## src/rtl/adc_seq_pkg.sv

```systemverilog
package adc_seq_pkg;

    typedef enum logic [1:0] {
        MODE_AFTER  = 2'b00,
        MODE_DURING = 2'b01,
        MODE_SPAN   = 2'b10
    } rd_mode_e;

    typedef enum logic [1:0] {
        ST_IDLE,
        ST_ACQ,
        ST_HOLD,
        ST_TAIL
    } seq_state_e;

    typedef struct packed {
        rd_mode_e    mode;
        logic [7:0]  lead;   // bits to move before the conversion pulse
    } smp_ctx_t;

    function automatic rd_mode_e decode_mode(logic [1:0] code);
        case (code)
            2'b01:   return MODE_DURING;
            2'b10:   return MODE_SPAN;
            default: return MODE_AFTER;
        endcase
    endfunction

    function automatic logic [7:0] lead_for(rd_mode_e m, int unsigned dw, int unsigned sp);
        case (m)
            MODE_DURING: return 8'd0;
            MODE_SPAN:   return 8'(sp);
            default:     return 8'(dw);
        endcase
    endfunction

endpackage

```

## src/rtl/adc_seq_tmr.sv

```systemverilog
module adc_seq_tmr #(
    parameter int W = 16
) (
    input  logic         clk,
    input  logic         rst,
    input  logic         clr_i,
    output logic [W-1:0] cnt_o
);
    // Saturating up-counter; clear has priority.
    always_ff @(posedge clk) begin
        if (rst) begin
            cnt_o <= '1;
        end else if (clr_i) begin
            cnt_o <= '0;
        end else if (cnt_o != '1) begin
            cnt_o <= cnt_o + W'(1);
        end
    end
endmodule

```

## src/rtl/adc_seq_shift.sv

```systemverilog
module adc_seq_shift #(
    parameter int DATA_W = 12,
    parameter int DIV_W  = 8
) (
    input  logic                         clk,
    input  logic                         rst,
    input  logic                         load_i,
    input  logic                         run_i,
    input  logic [DATA_W-1:0]            tx_word_i,
    input  logic [DIV_W-1:0]             half_i,
    input  logic                         sdo_i,
    output logic                         sclk_o,
    output logic                         sdi_o,
    output logic                         active_o,
    output logic                         done_o,
    output logic [$clog2(DATA_W+1)-1:0]  bits_o,
    output logic [DATA_W-1:0]            rx_o
);
    localparam int BIT_W = $clog2(DATA_W + 1);

    logic [DIV_W-1:0]  ph_q;
    logic [DATA_W-1:0] tx_q;
    logic [DATA_W-1:0] rx_q;
    logic [BIT_W-1:0]  bits_q;
    logic              act_q;
    logic              sclk_q;
    logic              done_q;
    logic              edge_due;

    // Half-period elapsed; a zero setting behaves as one cycle.
    assign edge_due = ({1'b0, ph_q} + (DIV_W+1)'(1)) >= {1'b0, half_i};

    always_ff @(posedge clk) begin
        if (rst) begin
            ph_q   <= '0;
            tx_q   <= '0;
            rx_q   <= '0;
            bits_q <= '0;
            act_q  <= 1'b0;
            sclk_q <= 1'b0;
            done_q <= 1'b0;
        end else begin
            done_q <= 1'b0;
            if (load_i) begin
                tx_q   <= tx_word_i;
                bits_q <= '0;
                ph_q   <= '0;
                sclk_q <= 1'b0;
                act_q  <= 1'b1;
            end else if (run_i && act_q) begin
                if (edge_due) begin
                    ph_q <= '0;
                    if (!sclk_q) begin
                        sclk_q <= 1'b1;
                    end else begin
                        sclk_q <= 1'b0;
                        rx_q   <= {rx_q[DATA_W-2:0], sdo_i};
                        tx_q   <= {tx_q[DATA_W-2:0], 1'b0};
                        bits_q <= bits_q + BIT_W'(1);
                        if (bits_q == BIT_W'(DATA_W - 1)) begin
                            act_q  <= 1'b0;
                            done_q <= 1'b1;
                        end
                    end
                end else begin
                    ph_q <= ph_q + DIV_W'(1);
                end
            end
        end
    end

    assign sclk_o   = sclk_q;
    assign sdi_o    = tx_q[DATA_W-1];
    assign active_o = act_q;
    assign done_o   = done_q;
    assign bits_o   = bits_q;
    assign rx_o     = rx_q;
endmodule

```

## src/rtl/adc_seq_ctrl.sv

```systemverilog
module adc_seq_ctrl
    import adc_seq_pkg::*;
#(
    parameter int DATA_W     = 12,
    parameter int CNT_W      = 16,
    parameter int DIV_W      = 8,
    parameter int TAG_W      = 8,
    parameter int SPLIT_BITS = 6,
    parameter int PULSE_CYC  = 2
) (
    input  logic              clk,
    input  logic              rst,
    input  logic              start_i,
    input  logic [1:0]        mode_i,
    input  logic [DATA_W-1:0] cfg_i,
    input  logic [CNT_W-1:0]  acq_cyc_i,
    input  logic [CNT_W-1:0]  conv_cyc_i,
    input  logic [DIV_W-1:0]  sclk_half_i,
    output logic              cnv_o,
    output logic              sclk_o,
    output logic              sdi_o,
    input  logic              sdo_i,
    output logic              busy_o,
    output logic              res_valid_o,
    output logic [DATA_W-1:0] res_data_o,
    output logic [TAG_W-1:0]  res_tag_o
);
    localparam int BIT_W = $clog2(DATA_W + 1);

    seq_state_e        state_q, state_d;
    smp_ctx_t          ctx_q, ctx_d;
    logic              cnv_q, cnv_d;
    logic [TAG_W-1:0]  num_q, num_d;
    logic [TAG_W-1:0]  tag_q, tag_d;

    logic              ph_clr, cv_clr, x_load, x_run;
    logic [CNT_W-1:0]  ph_cnt, cv_cnt;
    logic              x_act, x_done;
    logic [BIT_W-1:0]  x_bits;
    logic [DATA_W-1:0] x_rx;
    logic              acq_met, conv_met, pulse_met, lead_met;
    rd_mode_e          cur_mode;

    adc_seq_tmr #(.W(CNT_W)) u_ph_tmr (
        .clk(clk), .rst(rst), .clr_i(ph_clr), .cnt_o(ph_cnt)
    );

    adc_seq_tmr #(.W(CNT_W)) u_cv_tmr (
        .clk(clk), .rst(rst), .clr_i(cv_clr), .cnt_o(cv_cnt)
    );

    adc_seq_shift #(.DATA_W(DATA_W), .DIV_W(DIV_W)) u_shift (
        .clk(clk), .rst(rst),
        .load_i(x_load), .run_i(x_run),
        .tx_word_i(cfg_i), .half_i(sclk_half_i), .sdo_i(sdo_i),
        .sclk_o(sclk_o), .sdi_o(sdi_o),
        .active_o(x_act), .done_o(x_done),
        .bits_o(x_bits), .rx_o(x_rx)
    );

    assign acq_met   = ({1'b0, ph_cnt} + (CNT_W+1)'(1)) >= {1'b0, acq_cyc_i};
    assign conv_met  = ({1'b0, cv_cnt} + (CNT_W+1)'(1)) >= {1'b0, conv_cyc_i};
    assign pulse_met = ph_cnt >= CNT_W'(PULSE_CYC - 1);
    assign lead_met  = int'(x_bits) >= int'(ctx_q.lead);
    assign cur_mode  = ctx_q.mode;

    always_comb begin
        state_d = state_q;
        ctx_d   = ctx_q;
        cnv_d   = cnv_q;
        num_d   = num_q;
        tag_d   = tag_q;
        ph_clr  = 1'b0;
        cv_clr  = 1'b0;
        x_load  = 1'b0;
        x_run   = 1'b0;
        case (state_q)
            ST_IDLE: begin
                if (start_i) begin
                    ctx_d.mode = decode_mode(mode_i);
                    ctx_d.lead = lead_for(decode_mode(mode_i), DATA_W, SPLIT_BITS);
                    tag_d      = num_q;
                    x_load     = 1'b1;
                    ph_clr     = 1'b1;
                    cnv_d      = 1'b0;
                    state_d    = ST_ACQ;
                end
            end
            ST_ACQ: begin
                x_run = !lead_met;
                if (acq_met && lead_met) begin
                    cnv_d   = 1'b1;
                    cv_clr  = 1'b1;
                    ph_clr  = 1'b1;
                    num_d   = num_q + TAG_W'(1);
                    state_d = ST_HOLD;
                end
            end
            ST_HOLD: begin
                if (ctx_q.mode == MODE_AFTER) begin
                    if (conv_met) state_d = ST_IDLE;
                end else if (pulse_met) begin
                    cnv_d   = 1'b0;
                    state_d = ST_TAIL;
                end
            end
            ST_TAIL: begin
                x_run = 1'b1;
                if (!x_act && conv_met) state_d = ST_IDLE;
            end
            default: state_d = ST_IDLE;
        endcase
    end

    always_ff @(posedge clk) begin
        if (rst) begin
            state_q <= ST_IDLE;
            ctx_q   <= '{mode: MODE_AFTER, lead: 8'd0};
            cnv_q   <= 1'b1;
            num_q   <= '0;
            tag_q   <= '0;
        end else begin
            state_q <= state_d;
            ctx_q   <= ctx_d;
            cnv_q   <= cnv_d;
            num_q   <= num_d;
            tag_q   <= tag_d;
        end
    end

    assign cnv_o       = cnv_q;
    assign busy_o      = (state_q != ST_IDLE);
    assign res_valid_o = x_done;
    assign res_data_o  = x_rx;
    assign res_tag_o   = tag_q;
endmodule

```

## config.mk

```make
export PLATFORM = sky130hd
export DESIGN_NAME = adc_seq_ctrl
export DESIGN_NICKNAME = d
export VERILOG_FILES = /design/src/rtl/adc_seq_pkg.sv /design/src/rtl/adc_seq_tmr.sv /design/src/rtl/adc_seq_shift.sv /design/src/rtl/adc_seq_ctrl.sv
export SDC_FILE = /design/constraint.sdc
export NUM_CORES = 1
export LEC_CHECK = 0
export BUFFER_PORTS_ARGS = -buffer_cell sky130_fd_sc_hd__buf_4
export CORE_ASPECT_RATIO = 1.75
export CORE_UTILIZATION = 44
export DETAILED_ROUTE_END_ITERATION = 12
export GPL_ROUTABILITY_DRIVEN = 0
export GPL_TIMING_DRIVEN = 0
export PLACE_DENSITY = 0.71
export SETUP_SLACK_MARGIN = 0.3
export SKIP_LAST_GASP = 1
export SLEW_MARGIN = 25
export SYNTH_ARGS = -nofsm -noshare
export SYNTH_HDL_FRONTEND = slang
export SYNTH_SLANG_ARGS = --single-unit
```

## constraint.sdc

```tcl
create_clock -name clk -period 3.3 [get_ports clk]
set_input_delay 0 -clock clk [delete_from_list [all_inputs] [get_ports clk]]
set_output_delay 0 -clock clk [all_outputs]
set_load 0.03 [all_outputs]
```

==> impl_metrics.ini <==
[worst_setup_path]
reg2reg_depth = 14
crit_arrival_ns = 3.32
cp-startpoint = u_ph_tmr.cnt_o[0]
max_stage_delay_ns = 0.39
cp_num_buf_inv = 3
cp_max_fo = 10
crit_cells = 14
reg2reg_from = u_ph_tmr.cnt_o[0]
start_kind = flop
path_common_cell = ha_4
crit_path_end_kind = flop
timing.rr.end = u_ph_tmr.cnt_o[13]
worstSetupPathType = reg2reg
r2r_slack_ns = 0.24
cpMaxStageDelayCell = dfxtp_4
critPathCapture = u_ph_tmr.cnt_o[13]
path_cells = ha_4, nand2_2, or2_4, xnor2_4, ha_4, a211oi_2, nor2_1, o31ai_1, o211a_1, buf_6, buf_8, o211ai_1, buf_4, o21ai_0
crit_family = compound AO/OA/AOI/OAI gates
cp_data_required_time_ns = 3.57

[status]
status = completed

[finish]
fillCellCount = 1065
nets = 923
final_area_um2 = 7259
most-common-layout-cells = buf_4 (104), dfxtp_1 (81), nand2_1 (60)
layout-drive-gt1-share = 0.2304
layout_commonest_cell = buf_4
syn_to_final_growth_pct = 32.34
instances_no_fill = 981
antenna_cells = 0
seq_area_um2 = 1918
multi_input_area_um2 = 3511
final_util = 0.6015

[grt]
grt_pass1_wl_um = 24180
grtUsageTotal = 0.2366
grt_pass1_vias = 5449
grt_start_max_net_pins = 15
grt_antenna_before_repair = 0
overflow = 0

[logic_synthesis]
netlist_area_um2 = 5485
ys_ff_latch = 94
synth_nets = 794
synth_ff_type = dfxtp_1
yosysUniqueCellTypes = 52
yosysWarnings = 0
synthCells = 683
synthArstFlopShare = 0
synth_area_per_cell_um2 = 8.031
synth_edf_count = 0
ys_seq_area_frac = 0.3431

[detailed_routing]
drcViolationCount = 0
route.antenna.remaining_nets = 0
drt_iter0_markers = 330
vias = 5509
wl_per_cell_um = 15.74
vias_per_cell = 5.616
routed_wl_um = 15440
first_pass_iters = 6

[clock_tree]
tritoncts = built
cts-root-buf = clkbuf_16
ctsLongestPathBuffers = 2
path_clk_slew_ns = 0.06
cts-htree-levels = 3
cts.sink_count = 94
cts-buffers-inserted = 9
worstSkewPairLatency_ns = 0.34

[floorplan]
start_util = 0.4545
die_height_um = 149.7
die_area_um2 = 12930
fp-row-count = 53
core-area_um2 = 12070
die_x_um = 86.40
io_pins = 83

[pwr]
ir_drop_mv = 0.3505
pwr_density_cell_nw_per_um2 = 658.1
p_leak_nw = 3.067

[timing]
grt_setup_unrepaired = true
fmax_mhz = 327.1
worstMarginPinSlew_ns = 0.6154
finalCritPeriodShare = 0.9264
relSlewSlack = 0.5897
finalSetupViolations = 0
period_needed_ns = 3.057
slew_violations = 0
hold_slack_ns = 0.02144
worst_clock_skew_ns = 0.007205
hold_viol_final = 0

[placement]
post-place-cells = 930
hpwl_um = 11270
portBuffers = 82
placed_cell_area_um2 = 6307

[job]
maxCapViolCount = 0

[min_path]
hold_path_class = in2reg
## layout make-up
class | instances | area share
clock buffer | 11 | 0.03344
inverter | 59 | 0.03085
buffer | 37 | 0.02809
sequential | 94 | 0.2642
clock inverter | 4 | 0.003275
tap | 165 | 0.02844
multi-input combinational | 493 | 0.4836
timing repair buffer | 118 | 0.1281
## worst reg2reg max path: cells and delay by family (launching register included)
kind                       cells  cell delay [ns]
AOI/OAI and AO/OA              5             1.02
xor gates and xnor gates       1             0.23
adders and majority gates      2             0.40
buffers and inverters          3             0.50
DFF                            1             0.39
and+or+nand+nor                3             0.45
## cells by family (layout without fill, tap and decap cells)
| family | Yosys count | after routing | synth area share |
|---|---|---|---|
| xor gates and xnor gates | 42 | 42 | 0.06706 |
| DFF | 94 | 94 | 0.3431 |
| muxes | 5 | 5 | 0.009352 |
| AOI/OAI and AO/OA | 174 | 174 | 0.1975 |
| buffers and inverters | 96 | 229 | 0.06638 |
| adders and majority gates | 53 | 53 | 0.1209 |
| and+or+nand+nor | 219 | 219 | 0.1957 |
## Yosys cell counts, types with 2 or more instances
| cell | count | area share |
|---|---|---|
| nand4_1 | 12 | 0.014 |
| nand2_1 | 61 | 0.042 |
| o311ai_0 | 3 | 0.0048 |
| or3_1 | 4 | 0.0046 |
| buf_2 | 3 | 0.0027 |
| a31o_2 | 2 | 0.0032 |
| or2_2 | 5 | 0.0057 |
| o21a_1 | 4 | 0.0055 |
| o41ai_1 | 2 | 0.0032 |
| dfxtp_1 | 94 | 0.34 |
| o211ai_1 | 15 | 0.021 |
| a21oi_1 | 56 | 0.051 |
| buf_1 | 4 | 0.0027 |
| xnor2_1 | 23 | 0.037 |
| nor2_1 | 42 | 0.029 |
| a21o_1 | 2 | 0.0027 |
| nor2b_1 | 2 | 0.0023 |
| o31ai_1 | 7 | 0.0096 |
| nand2b_1 | 4 | 0.0046 |
| or4_1 | 5 | 0.0068 |
| a31oi_1 | 4 | 0.0046 |
| a41o_1 | 2 | 0.0036 |
| and4_1 | 2 | 0.0032 |
| a32oi_1 | 12 | 0.019 |
| a211oi_1 | 3 | 0.0041 |
| nor4b_1 | 2 | 0.0032 |
| a2111oi_0 | 2 | 0.0032 |
| o21ai_1 | 2 | 0.0018 |
| ha_1 | 53 | 0.12 |
| and3_1 | 7 | 0.0080 |
| nor3_1 | 23 | 0.021 |
| nand3_1 | 39 | 0.036 |
| mux2i_1 | 4 | 0.0073 |
| nor4_1 | 5 | 0.0057 |
| clkbuf_1 | 30 | 0.021 |
| and2_1 | 2 | 0.0023 |
| inv_1 | 59 | 0.040 |
| xor2_1 | 19 | 0.030 |
| o21ai_0 | 50 | 0.046 |
## flip-flops by register name (all words and copies together) (netlist names)
register / flops
cnv_o: 1
ctx_q: 2
cur_mode: 2
num_q: 8
res_tag_o: 8
state_q: 2
u_cv_tmr.cnt_o: 16
u_ph_tmr.cnt_o: 16
u_shift.active_o: 1
u_shift.bits_o: 4
u_shift.done_o: 1
u_shift.ph_q: 8
u_shift.rx_o: 12
u_shift.sclk_o: 1
u_shift.tx_q: 12
## how the worst min path moves through the flow
stage / from / endpoint / cells after the start
floorplan: cfg_i[0] / u_shift.tx_q[0] / 2
global placement: cfg_i[3] / u_shift.tx_q[3] / 3
detailed placement: cfg_i[3] / u_shift.tx_q[3] / 3
CTS: mode_i[0] / ctx_q[2] / 3
global route: mode_i[0] / ctx_q[2] / 3
finish: mode_i[0] / ctx_q[2] / 3
## repair_timing
action | CTS | global route
pin swaps | 22 | 21
endpoints found under the setup margin | 81 | 68
gates cloned | 1 | 0
endpoints found under the hold margin | 13 | 0
gates resized for setup | 72 | 38
hold buffers | 13 | 0
buffers inserted | 17 | 5
## power by group
| group | switching [mW] | internal [mW] | total, mW |
|---|---|---|---|
| Combinational | 1.29 | 0.965 | 2.25 |
| Sequential | 0.211 | 1.36 | 1.57 |
| Clock | 0.431 | 0.525 | 0.956 |
| Total | 1.93 | 2.85 | 4.78 |
## routing by layer
layer	global-route usage	vias to the layer above	wire length [µm]
met5	0	-	0
met3	0.03971	38	666
li1	-	2685	-
met1	0.2300	2598	5681
met2	0.4746	188	8650
met4	0.09833	0	444
## stage by stage
step	setup TNS (ns)	total power [mW]	setup WS [ns]
2_1_floorplan	0	2.862	0.3716
3_3_place_gp	-4.922	3.296	-0.2843
3_5_place_dp	-7.966	3.403	-0.3687
4_1_cts	0	4.642	0.2640
5_1_grt	0	5.095	0.1136
6_report	0	4.777	0.2430
(Power assumes the default switching activity.)
